[src/rtl/irq_level_pkg.sv]
package irq_level_pkg;

  // Width of the decoded line number carried in the strobe struct.
  localparam int LINE_W = 8;

  typedef struct packed {
    logic              hwSet;   // event marks a line active
    logic              hwClr;   // event drops a level-typed line
    logic [LINE_W-1:0] line;    // decoded internal line number
    logic              enLoad;  // load enable register
    logic              swSet;   // software set of pending bits
    logic              swClr;   // software clear of edge bits
  } irqStrobes_t;

endpackage

[src/rtl/irq_event_ctrl.sv]
module irq_event_ctrl
  import irq_level_pkg::*;
#(
  parameter int NUM_LINES = 32,
  parameter int NUM_INTS  = 32,
  parameter int NUM_EXT   = 8,
  parameter int IDX_W     = 5,
  parameter logic [NUM_LINES-1:0] EDGE_LINES = '0,
  parameter int EXT_MAP [NUM_EXT] = '{default: 0}
) (
  input  logic             evtValid,
  input  logic             evtExt,
  input  logic [IDX_W-1:0] evtIdx,
  input  logic             evtActive,
  input  logic             enWe,
  input  logic             setWe,
  input  logic             clrWe,
  output irqStrobes_t      strobes
);

  int   lineNum;
  logic inRange;
  logic isEdge;

  // Translate the event into an internal line number and range flag.
  always_comb begin
    lineNum = int'(evtIdx);
    inRange = 1'b1;
    if (evtExt) begin
      lineNum = 0;
      inRange = 1'b0;
      for (int e = 0; e < NUM_EXT; e++) begin
        if (int'(evtIdx) == e) begin
          lineNum = EXT_MAP[e];
          inRange = 1'b1;
        end
      end
    end
    if (lineNum < 0 || lineNum >= NUM_INTS) begin
      inRange = 1'b0;
    end
  end

  always_comb begin
    isEdge = 1'b0;
    for (int i = 0; i < NUM_LINES; i++) begin
      if (i == lineNum) isEdge = EDGE_LINES[i];
    end
  end

  always_comb begin
    strobes.hwSet  = evtValid && inRange && evtActive;
    strobes.hwClr  = evtValid && inRange && !evtActive && !isEdge;
    strobes.line   = inRange ? LINE_W'(lineNum) : '0;
    strobes.enLoad = enWe;
    strobes.swSet  = setWe;
    strobes.swClr  = clrWe;
  end

endmodule

[src/rtl/irq_level_dp.sv]
module irq_level_dp
  import irq_level_pkg::*;
#(
  parameter int NUM_LINES  = 32,
  parameter int NUM_INTS   = 32,
  parameter int NUM_LEVELS = 7,
  parameter int LVL_W      = 3,
  parameter logic [NUM_LINES-1:0] EDGE_LINES = '0,
  parameter int LINE_LEVEL [NUM_LINES] = '{default: 1}
) (
  input  logic                 clk,
  input  logic                 rstN,
  input  irqStrobes_t          strobes,
  input  logic [NUM_LINES-1:0] enData,
  input  logic [NUM_LINES-1:0] setData,
  input  logic [NUM_LINES-1:0] clrData,
  input  logic [LVL_W-1:0]     curLevel,
  output logic [NUM_LINES-1:0] pendReg,
  output logic [NUM_LINES-1:0] enReg,
  output logic [LVL_W-1:0]     pendLevel,
  output logic                 irqReq
);

  function automatic logic [NUM_LINES-1:0] implMask();
    logic [NUM_LINES-1:0] m;
    for (int i = 0; i < NUM_LINES; i++) m[i] = (i < NUM_INTS);
    return m;
  endfunction

  function automatic logic [NUM_LINES-1:0] maskForLevel(int lvl);
    logic [NUM_LINES-1:0] m;
    for (int i = 0; i < NUM_LINES; i++) m[i] = (LINE_LEVEL[i] == lvl) && (i < NUM_INTS);
    return m;
  endfunction

  localparam logic [NUM_LINES-1:0] IMPL_MASK = implMask();

  logic [NUM_LINES-1:0] hwBit;
  logic [NUM_LINES-1:0] setBits;
  logic [NUM_LINES-1:0] clrBits;
  logic [NUM_LINES-1:0] pendNext;
  logic [NUM_LINES-1:0] effVec;
  logic [NUM_LEVELS:0][NUM_LINES-1:0] levelMask;
  logic [LVL_W-1:0]     winLevel;

  // One-hot of the decoded event line.
  for (genvar i = 0; i < NUM_LINES; i++) begin : gHwBit
    assign hwBit[i] = (int'(strobes.line) == i);
  end

  // Per-level line masks derived from the per-line level table.
  for (genvar g = 0; g <= NUM_LEVELS; g++) begin : gLevelMask
    assign levelMask[g] = maskForLevel(g);
  end

  // Clear first, then set: a set in the same cycle wins.
  always_comb begin
    setBits  = (strobes.hwSet ? hwBit : '0) | (strobes.swSet ? setData : '0);
    clrBits  = (strobes.hwClr ? hwBit : '0) | (strobes.swClr ? (clrData & EDGE_LINES) : '0);
    pendNext = ((pendReg & ~clrBits) | setBits) & IMPL_MASK;
  end

  always_ff @(posedge clk or negedge rstN) begin
    if (!rstN) begin
      pendReg <= '0;
      enReg   <= '0;
    end else begin
      pendReg <= pendNext;
      if (strobes.enLoad) enReg <= enData & IMPL_MASK;
    end
  end

  assign effVec = pendReg & enReg;

  // Walk levels upward; the last qualifying one is the highest.
  always_comb begin
    winLevel = '0;
    for (int lv = 1; lv <= NUM_LEVELS; lv++) begin
      if (lv > int'(curLevel) && (levelMask[lv] & effVec) != '0) begin
        winLevel = LVL_W'(lv);
      end
    end
  end

  always_ff @(posedge clk or negedge rstN) begin
    if (!rstN) begin
      pendLevel <= '0;
      irqReq    <= 1'b0;
    end else begin
      pendLevel <= winLevel;
      irqReq    <= (winLevel != '0);
    end
  end

endmodule

[src/rtl/irq_level_arbiter.sv]
module irq_level_arbiter
  import irq_level_pkg::*;
#(
  parameter int NUM_LINES  = 32,
  parameter int NUM_INTS   = 32,
  parameter int NUM_LEVELS = 7,
  parameter int LVL_W      = 3,
  parameter int NUM_EXT    = 8,
  parameter logic [NUM_LINES-1:0] EDGE_LINES = '0,
  parameter int LINE_LEVEL [NUM_LINES] = '{default: 1},
  parameter int EXT_MAP [NUM_EXT] = '{default: 0},
  localparam int IDX_W = $clog2(NUM_LINES)
) (
  input  logic                 clk,
  input  logic                 rstN,
  input  logic                 evtValid,
  input  logic                 evtExt,
  input  logic [IDX_W-1:0]     evtIdx,
  input  logic                 evtActive,
  input  logic                 enWe,
  input  logic [NUM_LINES-1:0] enData,
  input  logic                 setWe,
  input  logic [NUM_LINES-1:0] setData,
  input  logic                 clrWe,
  input  logic [NUM_LINES-1:0] clrData,
  input  logic [LVL_W-1:0]     curLevel,
  output logic [NUM_LINES-1:0] pendOut,
  output logic [NUM_LINES-1:0] enableOut,
  output logic [LVL_W-1:0]     pendLevel,
  output logic                 irqReq
);

  irqStrobes_t strobes;

  irq_event_ctrl #(
    .NUM_LINES (NUM_LINES),
    .NUM_INTS  (NUM_INTS),
    .NUM_EXT   (NUM_EXT),
    .IDX_W     (IDX_W),
    .EDGE_LINES(EDGE_LINES),
    .EXT_MAP   (EXT_MAP)
  ) u_ctrl (
    .evtValid (evtValid),
    .evtExt   (evtExt),
    .evtIdx   (evtIdx),
    .evtActive(evtActive),
    .enWe     (enWe),
    .setWe    (setWe),
    .clrWe    (clrWe),
    .strobes  (strobes)
  );

  irq_level_dp #(
    .NUM_LINES (NUM_LINES),
    .NUM_INTS  (NUM_INTS),
    .NUM_LEVELS(NUM_LEVELS),
    .LVL_W     (LVL_W),
    .EDGE_LINES(EDGE_LINES),
    .LINE_LEVEL(LINE_LEVEL)
  ) u_dp (
    .clk      (clk),
    .rstN     (rstN),
    .strobes  (strobes),
    .enData   (enData),
    .setData  (setData),
    .clrData  (clrData),
    .curLevel (curLevel),
    .pendReg  (pendOut),
    .enReg    (enableOut),
    .pendLevel(pendLevel),
    .irqReq   (irqReq)
  );

endmodule

[config.mk]
export PLATFORM = sky130hd
export DESIGN_NAME = irq_level_arbiter
export DESIGN_NICKNAME = d
export VERILOG_FILES = /design/src/rtl/irq_level_pkg.sv /design/src/rtl/irq_event_ctrl.sv /design/src/rtl/irq_level_dp.sv /design/src/rtl/irq_level_arbiter.sv
export SDC_FILE = /design/constraint.sdc
export NUM_CORES = 1
export LEC_CHECK = 0
export BUFFER_PORTS_ARGS = -buffer_cell sky130_fd_sc_hd__buf_2
export CORE_MARGIN = 2
export CORE_UTILIZATION = 40
export DETAILED_ROUTE_END_ITERATION = 8
export PLACE_DENSITY = 0.86
export SYNTH_ARGS = -nofsm -noshare
export SYNTH_HDL_FRONTEND = slang
export SYNTH_SLANG_ARGS = --single-unit
[constraint.sdc]
create_clock -name clk -period 1.25 [get_ports clk]
set_input_delay 0.25 -clock clk [delete_from_list [all_inputs] [get_ports clk]]
set_output_delay 0.25 -clock clk [all_outputs]
set_load 0.01 [all_outputs]
==> results.py <==
metrics = {
    "place": {
        "portBuffers": 144,
        "gp_congestion": 0.803,
        "place_inst": 540,
        "hpwl_mm": 7.20,
        "pre_cts_ws_ns": -0.228,
    },
    "grt": {
        "grt_pass1_wl_mm": 13.9,
        "grt_overflow": 0,
        "antenna_found_initial": 0,
        "track_usage": 0.233,
        "grt_start_max_net_pins": 45,
        "grt_pass1_vias": 2840,
    },
    "power": {
        "clkPwrFrac": 0.353,
        "switching_power_mw": 1.28,
        "powerDensity_nw_per_um2": 1060,
        "switching_share": 0.261,
        "power_frac_comb": 0.174,
        "ir_drop_mv": 0.614,
        "internal-power_mw": 3.62,
        "seqPwrFrac": 0.473,
        "p_leak_nw": 2.03,
    },
    "drt": {
        "wirelength_mm": 9.59,
        "drt_iter0_drc": 150,
        "wl_per_cell_um": 17.2,
        "firstDrtPassIters": 4,
        "drc": 0,
        "ant_nets": 0,
        "viasPerCell": 5.19,
        "dr_total_vias": 2897,
    },
    "worst_setup_path": {
        "crit_arrival_ns": 1.52,
        "end_kind": "flip-flop",
        "crit_type": "flip-flop to flip-flop",
        "r2r_cells": 4,
        "reg2reg_from": "u_dp.enReg[14]$_DFFE_PN0P_",
        "r2r_slack_ns": -0.06,
        "r2r_end": "u_dp.pendLevel[0]$_DFF_PN0_",
        "crit_path_start": "u_dp.enReg[14]$_DFFE_PN0P_",
        "cp.required_ns": 1.46,
        "startpoint_type": "flip-flop",
        "crit_path_end": "u_dp.pendLevel[0]$_DFF_PN0_",
        "path_max_fanout": 2,
    },
    "yosys": {
        "synth_area_leaders": "dfrtp_1, mux2_2, o211ai_1, nand2_1, o21ai_0",
        "syn_area_sq_um": 2930,
        "ys_types": 30,
        "syn_avg_cell_area_sq_um": 11.2,
        "synthCells": 262,
        "ys_seq_area_frac": 0.555,
        "ys_seq_elements": 65,
        "yosys.area.top_type": "dfrtp_1",
        "ys.warnings.count": 0,
        "synth_top_area_share": 0.555,
    },
    "job": {
        "maxCapViolations": 0,
    },
    "floorplan": {
        "initial_core_util": 0.409,
        "coreArea_sq_um": 7180,
        "die_area_sq_um": 8030,
        "rows": 31,
        "die_w_um": 89.6,
        "io_pins": 180,
        "fp.dieH_um": 89.6,
    },
    "clocking": {
        "clk_path_buf_depth": 2,
        "htreeDepth": 3,
        "cts_tree": "done",
        "clk_latency_ns": 0.33,
        "path_clk_slew_ns": 0.07,
        "cts.sinks": 65,
        "root_buffer": "clkbuf_8",
        "numCtsBuffers": 9,
    },
    "status": {
        "violations": "setup timing",
        "outcome": "finished with violations",
    },
    "cells_and_area": {
        "syn2layout_area_growth_pct": 57.1,
        "nets": 568,
        "fillers": 565,
        "drive_above_1_share": 0.551,
        "final_cell_count_no_fill": 558,
        "n_antenna_cell": 0,
    },
    "sta": {
        "hold-worst-slack_ns": 0.0738,
        "timing.final.max_slew_violations": 0,
        "period_minus_slack_ns": 1.31,
        "hold_viol_final": 0,
        "fmax_mhz": 766,
        "final.setup.tns_ns": -0.0556,
        "setup_viol": 1,
        "rsz0062_at_grt": "yes",
        "fin_skew_ns": 0.00651,
        "fin_ws_ns": -0.0556,
        "post-route-period-util": 1.04,
    },
    "min_path": {
        "min_path_type": "primary input to flip-flop",
        "min-delay-start": "curLevel[1]",
    },
}
[worst min-delay path by stage]
stage          slack (ns)  cells after the start                     endpoint
2_1_floorplan       -0.05                      0    u_dp.enReg[0]$_DFFE_PN0P_
3_3_place_gp         0.27                      2    u_dp.pendReg[7]$_DFF_PN0_
3_5_place_dp         0.27                      2   u_dp.pendReg[21]$_DFF_PN0_
4_1_cts              0.07                      2  u_dp.pendLevel[0]$_DFF_PN0_
5_1_grt              0.07                      2  u_dp.pendLevel[0]$_DFF_PN0_
6_report             0.07                      2  u_dp.pendLevel[0]$_DFF_PN0_
[per-stage QoR]
| stage | util | area (sq um) | power (mW) |
|---|---|---|---|
| CTS | 0.614 | 4410 | 4.88 |
| global route | 0.642 | 4610 | 5.13 |
| global placement | 0.573 | 4110 | 3.10 |
| floorplan | - | 2940 | 2.66 |
| finish | 0.642 | 4610 | 4.91 |
| detailed placement | 0.573 | 4110 | 3.13 |
[layout make-up]
class | count | area [sq um] | area share
Timing Repair Buffer | 196 | 1410 | 0.306
Tap cell | 99 | 124 | 0.0269
Multi-Input combinational cell | 183 | 1260 | 0.273
Clock inverter | 4 | 45.0 | 0.00978
Sequential cell | 65 | 1630 | 0.353
Clock buffer | 10 | 138 | 0.0299
Inverter | 1 | 3.75 | 0.000815
[layer usage]
metal | up-vias | share of wire | global-route usage
met5 | - | 0 | 0
met4 | 0 | 0.012 | 0.0773
met3 | 12 | 0.057 | 0.0430
met2 | 109 | 0.52 | 0.396
met1 | 1416 | 0.41 | 0.299
li1 | 1360 | - | -
[cells in the mapped netlist, drive strengths merged]
library cell / number
nor2b: 3
mux2: 32
nor3b: 2
nand3: 6
inv: 1
nor2: 3
and3b: 1
dfrtp: 65
nor3: 1
conb: 1
buf: 9
a21oi: 2
a22oi: 16
o21ai: 31
clkbuf: 5
o221ai: 1
nand4: 4
nor4: 2
and2b: 1
o211ai: 31
nand2: 45
[registers in the layout (all words and copies together) (netlist names)]
signal          count
u_dp.pendReg       32
u_dp.pendLevel      1
u_dp.enReg         32
[repair_timing]
item / CTS / global route
resized for setup: 18 / 37
hold buffers: 1 / 0
hold endpoints to repair: 65 / 0
pin swaps: 5 / 0
buffers inserted: 0 / 3
endpoints found under the setup margin: 6 / 28
[layout by cell type (no fill, tap or decap), types with 3 or more instances in the layout]
cell type / count
nand4_1: 4
o21ai_1: 6
a22oi_1: 11
buf_4: 26
mux2_2: 30
o211ai_1: 31
nand2_1: 44
dfrtp_1: 65
buf_2: 117
a22oi_2: 5
clkbuf_8: 10
nand3_1: 4
buf_6: 48
clkinv_2: 3
buf_12: 4
nor2_1: 3
o21ai_0: 25
[cells by family after synthesis]
group	Yosys count	share of synthesized area
AND/OR/NAND/NOR	68	0.112
multiplexers	32	0.123
other	1	0.00128
AO/OA/AOI/OAI	81	0.181
flip-flops	65	0.555
buffers and inverters	15	0.0282
[worst max-delay path, stage by stage, from the launching register on]
cell	delay (ns)
dfrtp_1	0.40
a22oi_1	0.25
nand4_1	0.16
nor4_2	0.29
nor4_1	0.08
[power by group through the flow]
stage,Clock (mW),Sequential (mW),Combinational [mW]
3_5_place_dp,0,2.35,0.786
2_1_floorplan,0,2.40,0.266
6_report,1.73,2.32,0.855
4_1_cts,1.75,2.31,0.813
5_1_grt,1.86,2.33,0.938
3_3_place_gp,0,2.34,0.766
(Power assumes the default switching activity.)
